## src/rtl/trip_tally_pkg.sv

```systemverilog
package trip_tally_pkg;

    localparam int COUNT_MAX = 5;
    localparam int COUNT_W   = $clog2(COUNT_MAX + 1);
    localparam int SEG_W     = 7;

    typedef logic [COUNT_W-1:0] count_t;
    typedef logic [SEG_W-1:0]   seg_t;

    // per-cycle command for the tally register
    typedef struct packed {
        logic clear;
        logic step;
    } tally_cmd_t;

    // segments lit (active high), bit 0 = a ... bit 6 = g
    function automatic seg_t glyph_lit(input count_t v);
        seg_t s;
        case (v)
            count_t'(0): s = 7'b0111111;
            count_t'(1): s = 7'b0000110;
            count_t'(2): s = 7'b1011011;
            count_t'(3): s = 7'b1001111;
            count_t'(4): s = 7'b1100110;
            count_t'(5): s = 7'b1101101;
            default:     s = 7'b1000000;
        endcase
        return s;
    endfunction

endpackage

```

## src/rtl/trip_edge.sv

```systemverilog
module trip_edge (
    input  logic clk,
    input  logic trip_in,
    output logic rise
);
    logic trip_q;

    // history always follows the input, so a clear leaves no stale edge behind
    always_ff @(posedge clk) begin
        trip_q <= trip_in;
    end

    assign rise = trip_in & ~trip_q;
endmodule

```

## src/rtl/sat_tally.sv

```systemverilog
module sat_tally
    import trip_tally_pkg::*;
#(
    parameter int MAX_VAL = COUNT_MAX
) (
    input  logic       clk,
    input  tally_cmd_t cmd,
    output count_t     value
);
    localparam count_t TOP = count_t'(MAX_VAL);

    count_t value_q;

    always_ff @(posedge clk) begin
        if (cmd.clear) begin
            value_q <= '0;
        end else if (cmd.step && (value_q != TOP)) begin
            value_q <= value_q + count_t'(1);
        end
    end

    assign value = value_q;
endmodule

```

## src/rtl/seg_drive.sv

```systemverilog
module seg_drive
    import trip_tally_pkg::*;
#(
    parameter bit ACTIVE_LOW = 1'b1
) (
    input  count_t value,
    output seg_t   seg
);
    seg_t lit;

    always_comb begin
        lit = glyph_lit(value);
    end

    for (genvar i = 0; i < SEG_W; i++) begin : g_seg
        if (ACTIVE_LOW) begin : g_low
            assign seg[i] = ~lit[i];
        end else begin : g_high
            assign seg[i] = lit[i];
        end
    end
endmodule

```

## src/rtl/trip_tally.sv

```systemverilog
module trip_tally
    import trip_tally_pkg::*;
(
    input  logic                clk,
    input  logic                trip_in,
    input  logic                cnt_clr,
    output logic [COUNT_W-1:0]  trip_count,
    output logic [SEG_W-1:0]    seg_n
);
    logic       rise;
    tally_cmd_t cmd;
    count_t     tally;

    trip_edge u_edge (
        .clk     (clk),
        .trip_in (trip_in),
        .rise    (rise)
    );

    always_comb begin
        cmd.clear = cnt_clr;
        cmd.step  = rise;
    end

    sat_tally #(.MAX_VAL(COUNT_MAX)) u_tally (
        .clk   (clk),
        .cmd   (cmd),
        .value (tally)
    );

    seg_drive #(.ACTIVE_LOW(1'b1)) u_seg (
        .value (tally),
        .seg   (seg_n)
    );

    assign trip_count = tally;
endmodule

```

## config.mk

```make
export PLATFORM = sky130hd
export DESIGN_NAME = trip_tally
export DESIGN_NICKNAME = d
export VERILOG_FILES = /design/src/rtl/trip_tally_pkg.sv /design/src/rtl/trip_edge.sv /design/src/rtl/sat_tally.sv /design/src/rtl/seg_drive.sv /design/src/rtl/trip_tally.sv
export SDC_FILE = /design/constraint.sdc
export NUM_CORES = 1
export LEC_CHECK = 0
export ABC_AREA = 1
export CAP_MARGIN = 20
export CORE_AREA = 2 2 39 41
export CTS_BUF_LIST = sky130_fd_sc_hd__clkbuf_16
export CTS_CLUSTER_DIAMETER = 40
export DETAILED_ROUTE_END_ITERATION = 10
export DIE_AREA = 0 0 41 43
export PLACE_DENSITY = 0.46
export SLEW_MARGIN = 20
export SYNTH_ARGS = -nofsm -noshare
export SYNTH_HDL_FRONTEND = slang
export SYNTH_SLANG_ARGS = --single-unit
```

## constraint.sdc

```tcl
create_clock -name clk -period 2.1 [get_ports clk]
set_input_delay 0.63 -clock clk [delete_from_list [all_inputs] [get_ports clk]]
set_output_delay 0.63 -clock clk [all_outputs]
set_load 0.01 [all_outputs]
```

== Yosys cells after proc, flatten, opt, wreduce, memory -nomap -nowiden ==
Cells that the tools add are included.

* Register bits: 4
* Input bits: 3
* Output and inout bits: 10
* Logic and storage cells: 21

* Add/subtract/negate cells: 1
* Equal/unequal tests: 6
* Muxes and demuxes: 1
* Bitwise logic cells: 9
* Reductions and logical operators: 2

{| class="wikitable"
|+ Operators by type and width
! cell !! count
|-
| 7-bit case mux with 6 select lines || 1
|-
| 1-bit NOT || 8
|-
| 3-bit by 2-bit equality test with 1-bit output, second input constant || 2
|-
| 3-bit equality test, second input constant || 2
|-
| 3-bit by 1-bit adder with 3-bit output, second input constant || 1
|-
| 3-bit by 1-bit equality test with 1-bit output, second input constant || 1
|-
| 3-bit logical NOT || 1
|-
| 3-bit != test, second input constant || 1
|-
| 1-bit AND || 1
|-
| 1-bit logical AND || 1
|}

== Logic depth before layout (Yosys ltp) ==
* Depth after elaboration: 3
* Depth in mapped cells: 6
* Gate-level depth less buffers: 6

== Hierarchy ==
From an unflattened synthesis, not the netlist that was laid out.

* Cell total of the unflattened synthesis: 42
* Area total of the unflattened synthesis: 266.5 um^2

{| class="wikitable"
|+ Modules (own cells, without submodules)
! module !! instances !! cells each !! area each (um^2) !! sequential area each (um^2)
|-
| sat_tally || 1 || 24 || 166.4 || 60.1
|-
| seg_drive || 1 || 15 || 70.1 || 0.0
|-
| trip_edge || 1 || 3 || 30.0 || 20.0
|}

== Worst setup path after synthesis ==
Ideal clock, no wire load.

* Path kind: reg2out
* Start: register u_tally.value_q[0], in the netlist u_tally.value[0]
* End: output seg_n[3]
* Data arrival time: 1.330 ns
* Setup slack: 0.140 ns
* Stages on the path, launching flop included: 6
* Buffers on the path: 1
* Path through: dfxtp_1 -> inv_1 -> ha_1 -> o21ai_2 -> and3_1 -> buf_4

* Cells in the longest elaborated chain, start to end: 3
* Elaborated cells on any way between the ends: 8
* Those cells by class: eq/ne: 5; mux: 1; bitwise: 1; reduce/logical: 1

{| class="wikitable"
|+ Ends and longest elaborated chain
! element !! RTL line !! source
|-
| start, declared || sat_tally.sv:12 || <nowiki>count_t value_q;</nowiki>
|-
| start signal, assigned || sat_tally.sv:18 || <nowiki>value_q <= value_q + count_t'(1);</nowiki>
|-
| 3-bit equality test (tied with other cells) || trip_tally_pkg.sv:19 || <nowiki>case (v)</nowiki>
|-
| 7-bit case mux with 6 select lines (*) || trip_tally_pkg.sv:19 ||
|-
| 1-bit NOT (*) || seg_drive.sv:17 || <nowiki>assign seg[i] = ~lit[i];</nowiki>
|-
| end, declared || trip_tally.sv:8 || <nowiki>output logic [SEG_W-1:0] seg_n</nowiki>
|}

Every way passes the cells marked *; elsewhere a longest branch is shown, timed or not.

== Final worst setup path ==
* Start: register u_tally.value_q[0], in the netlist u_tally.value[0]
* End: output seg_n[2]

Same word-level chain as after synthesis.

==> impl_metrics.yaml <==
routing:
  drt_iter0_drc: 8
  finalWirelength_um: 658
  dr.pass1.iters: 4
  via_count: 315
  via_per_inst: 4.038
  drc_errors: 0
  wire_per_inst_um: 8.436
  ant_nets: 0
timing:
  relSlewSlack_pct: 85.79
  setup_slack_ns: 0.08174
  fin_tns_setup_ns: 0
  slew_viol_final: 0
  finalHoldViolCount: 0
  fin_skew_ns: 0.0004793
  fin_crit_sh_pct: 96.11
  finalHoldWorstSlack_ns: 0.5718
  setup_viol: 0
  worst_slew_pin_slew_ns: 0.2129
  rsz0062_at_grt: "false"
  final.min_clock_period_ns: 2.018
  fmax_ghz: 0.4955
layout:
  nets: 72
  instances_no_fill: 78
  layout-drive-gt1-share_pct: 37.10
  areaGrowthSynthToFinish_pct: 76.33
  final_core_util_pct: 39.06
  nFillCells: 150
  antenna_cells: 0
yosys:
  yosys.area.top_type_share_pct: 26.12
  synth.avg_cell_area_um2: 7.299
  syn-cell-area_um2: 306.5
  syn_inst: 42
  ys_ff_latch: 4
  synth_area_leader_cell: "dfxtp_1"
  ys_warn_count: 0
  yosysSeqAreaShare_pct: 26.12
  synth_area_leaders: "dfxtp_1 26%, ha_1 20%, inv_1 8.6%"
  syn_nets: 50
  ys_types: 16
die:
  dieWidth_um: 41
  io-pin-count: 13
  die_h_um: 43
  core.rowCount: 14
  core_um2: 1384
  floorplan.initialDensity_pct: 22.15
  fp.dieArea_um2: 1763
pwr:
  power.leakage_uw: 0.0002773
  p_sw_share_pct: 21.78
  power_density_nw_per_um2: 896.2
  p_switching_uw: 105.5
  combPwrFrac_pct: 21.7
  ir_drop_uv: 488.9
  seq_power_share_pct: 17.8
  pwr-share-clk_pct: 60.5
  p_int_uw: 378.9
worst_setup_path:
  critPathCaptureType: "output pin"
  rr_endpoint: "u_tally.value[0]"
  worstPathArrival_ns: 1.39
  cp-endpoint: "seg_n[2]"
  path_max_fanout: 4
  reg2regPathDepth: 6
  reg2reg_slack_ns: 0.93
  critPathRequiredTime_ns: 1.47
  critPathLaunch: "u_tally.value[0]"
  critPathKind: "flip-flop to output pin"
  reg2reg_from: "u_tally.value[1]"
  startpoint_type: "flip-flop"
clock_network:
  cts_tree: "yes"
  cts_setup_buffers: 0
  cts_root_buffer: "clkbuf_16"
  cts_max_level: 1
  cts_buffers: 3
  clk-insertion-delay-late_ns: 0.22
  cts.sinks: 4
  clock_path_buffers: 2
  clk_pin_slew_worst_paths_ns: 0.03
grt:
  grt_max_degree: 7
  grt_pass1_wl_um: 1021
  grt_pass1_vias: 268
  overflow: 0
  grt_antenna_before_repair: 0
  grt_util_all_layers_pct: 9.309
place:
  post-place-ws_ns: -0.1050
  dp_hpwl_um: 534.5
  placed_cells: 75
  place_congestion: 0.6522
  io_buffers: 12
run:
  cap_violations: 0
hold_path:
  hold_path_startpoint: "u_edge.trip_q"
  min_path_type: "flip-flop to flip-flop"
run_status:
  outcome: "complete, no violations"
[worst max-delay path, stage by stage, from the launching register on]
cell and delay (ns):
dfxtp_2 0.32, ha_1 0.19, ha_1 0.19, nor3_1 0.17, dlygate4sd2_1 0.29
[metal layers]
layer	track usage, %	wire, um	vias to the layer above
met5	0	0	-
met4	12.00	8	0
li1	-	-	173
met1	9.554	293	127
met2	13.13	291	13
met3	1.571	65	2
[cell families after synthesis]
logic type / synth area share (%)
compound gates: 11.02
fa+ha+maj: 20.41
buf+inv: 12.25
flops: 26.12
simple gates: 30.20
[what timing repair did]
action / CTS / global route
gates resized for setup: 14 / 5
hold buffers: 0 / 0
setup endpoints to repair: 7 / 3
pin swaps: 0 / 0
hold endpoints to repair: 0 / 0
[worst min path at each step]
stage                  endpoint  cells after the start  slack [ns]
3_5_place_dp   u_tally.value[2]                      4        0.58
4_1_cts        u_tally.value[2]                      4        0.58
3_3_place_gp   u_tally.value[0]                      4        0.58
2_1_floorplan  u_tally.value[2]                      4        0.54
5_1_grt        u_tally.value[1]                      3        0.62
6_report       u_tally.value[2]                      4        0.57
[power by group through the flow]
stage,combinational (uW),clock (uW),sequential [uW]
3_3_place_gp,122,0,86.5
2_1_floorplan,55.5,0,89.9
4_1_cts,110,298,86.5
5_1_grt,118,305,87.0
3_5_place_dp,123,0,86.9
6_report,105,293,86.4
[state kept, by name (all words and copies together), names as in the netlist]
register       count
u_tally.value      3
u_edge.trip_q      1
[cell type report]
class                           instances  area (um^2)  share of cell area (%)
Multi-Input combinational cell         29        191.4                   35.42
Timing Repair Buffer                   18        141.4                   26.16
Sequential cell                         4        82.58                   15.28
Clock buffer                            3        75.07                   13.89
Inverter                                8        30.03                   5.556
Tap cell                               16        20.02                   3.704
[cells in the mapped netlist, drive strengths merged]
library cell	number
buf	1
and3	1
nand3	2
nand2	7
nor2	6
nor3b	1
dfxtp	4
o21ai	3
a21oi	3
nor3	1
inv	8
ha	5
[cell usage in the layout (no fill, tap or decap)]
cell type | Yosys | layout
ha_1 | 5 | 4
a21oi_1 | 3 | 3
nor3_1 | 1 | 1
inv_2 | 1 | 1
nand2_2 | 3 | 3
buf_2 | 0 | 1
nor3b_2 | 1 | 1
dfxtp_1 | 4 | 2
ha_2 | 0 | 1
clkbuf_16 | 0 | 3
nand2_1 | 4 | 4
o21ai_0 | 2 | 2
dfxtp_2 | 0 | 2
and3_1 | 1 | 1
nand3_1 | 2 | 2
nor2_1 | 5 | 5
o21ai_2 | 1 | 1
dlygate4sd2_1 | 0 | 3
clkdlybuf4s50_1 | 0 | 5
buf_4 | 1 | 6
inv_1 | 7 | 7
nor2_2 | 1 | 1
clkbuf_2 | 0 | 3
[through the flow]
step                      power, uW  area [um^2]
after global routing          509.5        540.5
after CTS                     494.6        553.0
after global placement        208.4        484.2
after detailed placement      209.5        484.2
final                         484.4        540.5
after floorplan               145.4        306.5
Power figures use the tool's default switching activity.
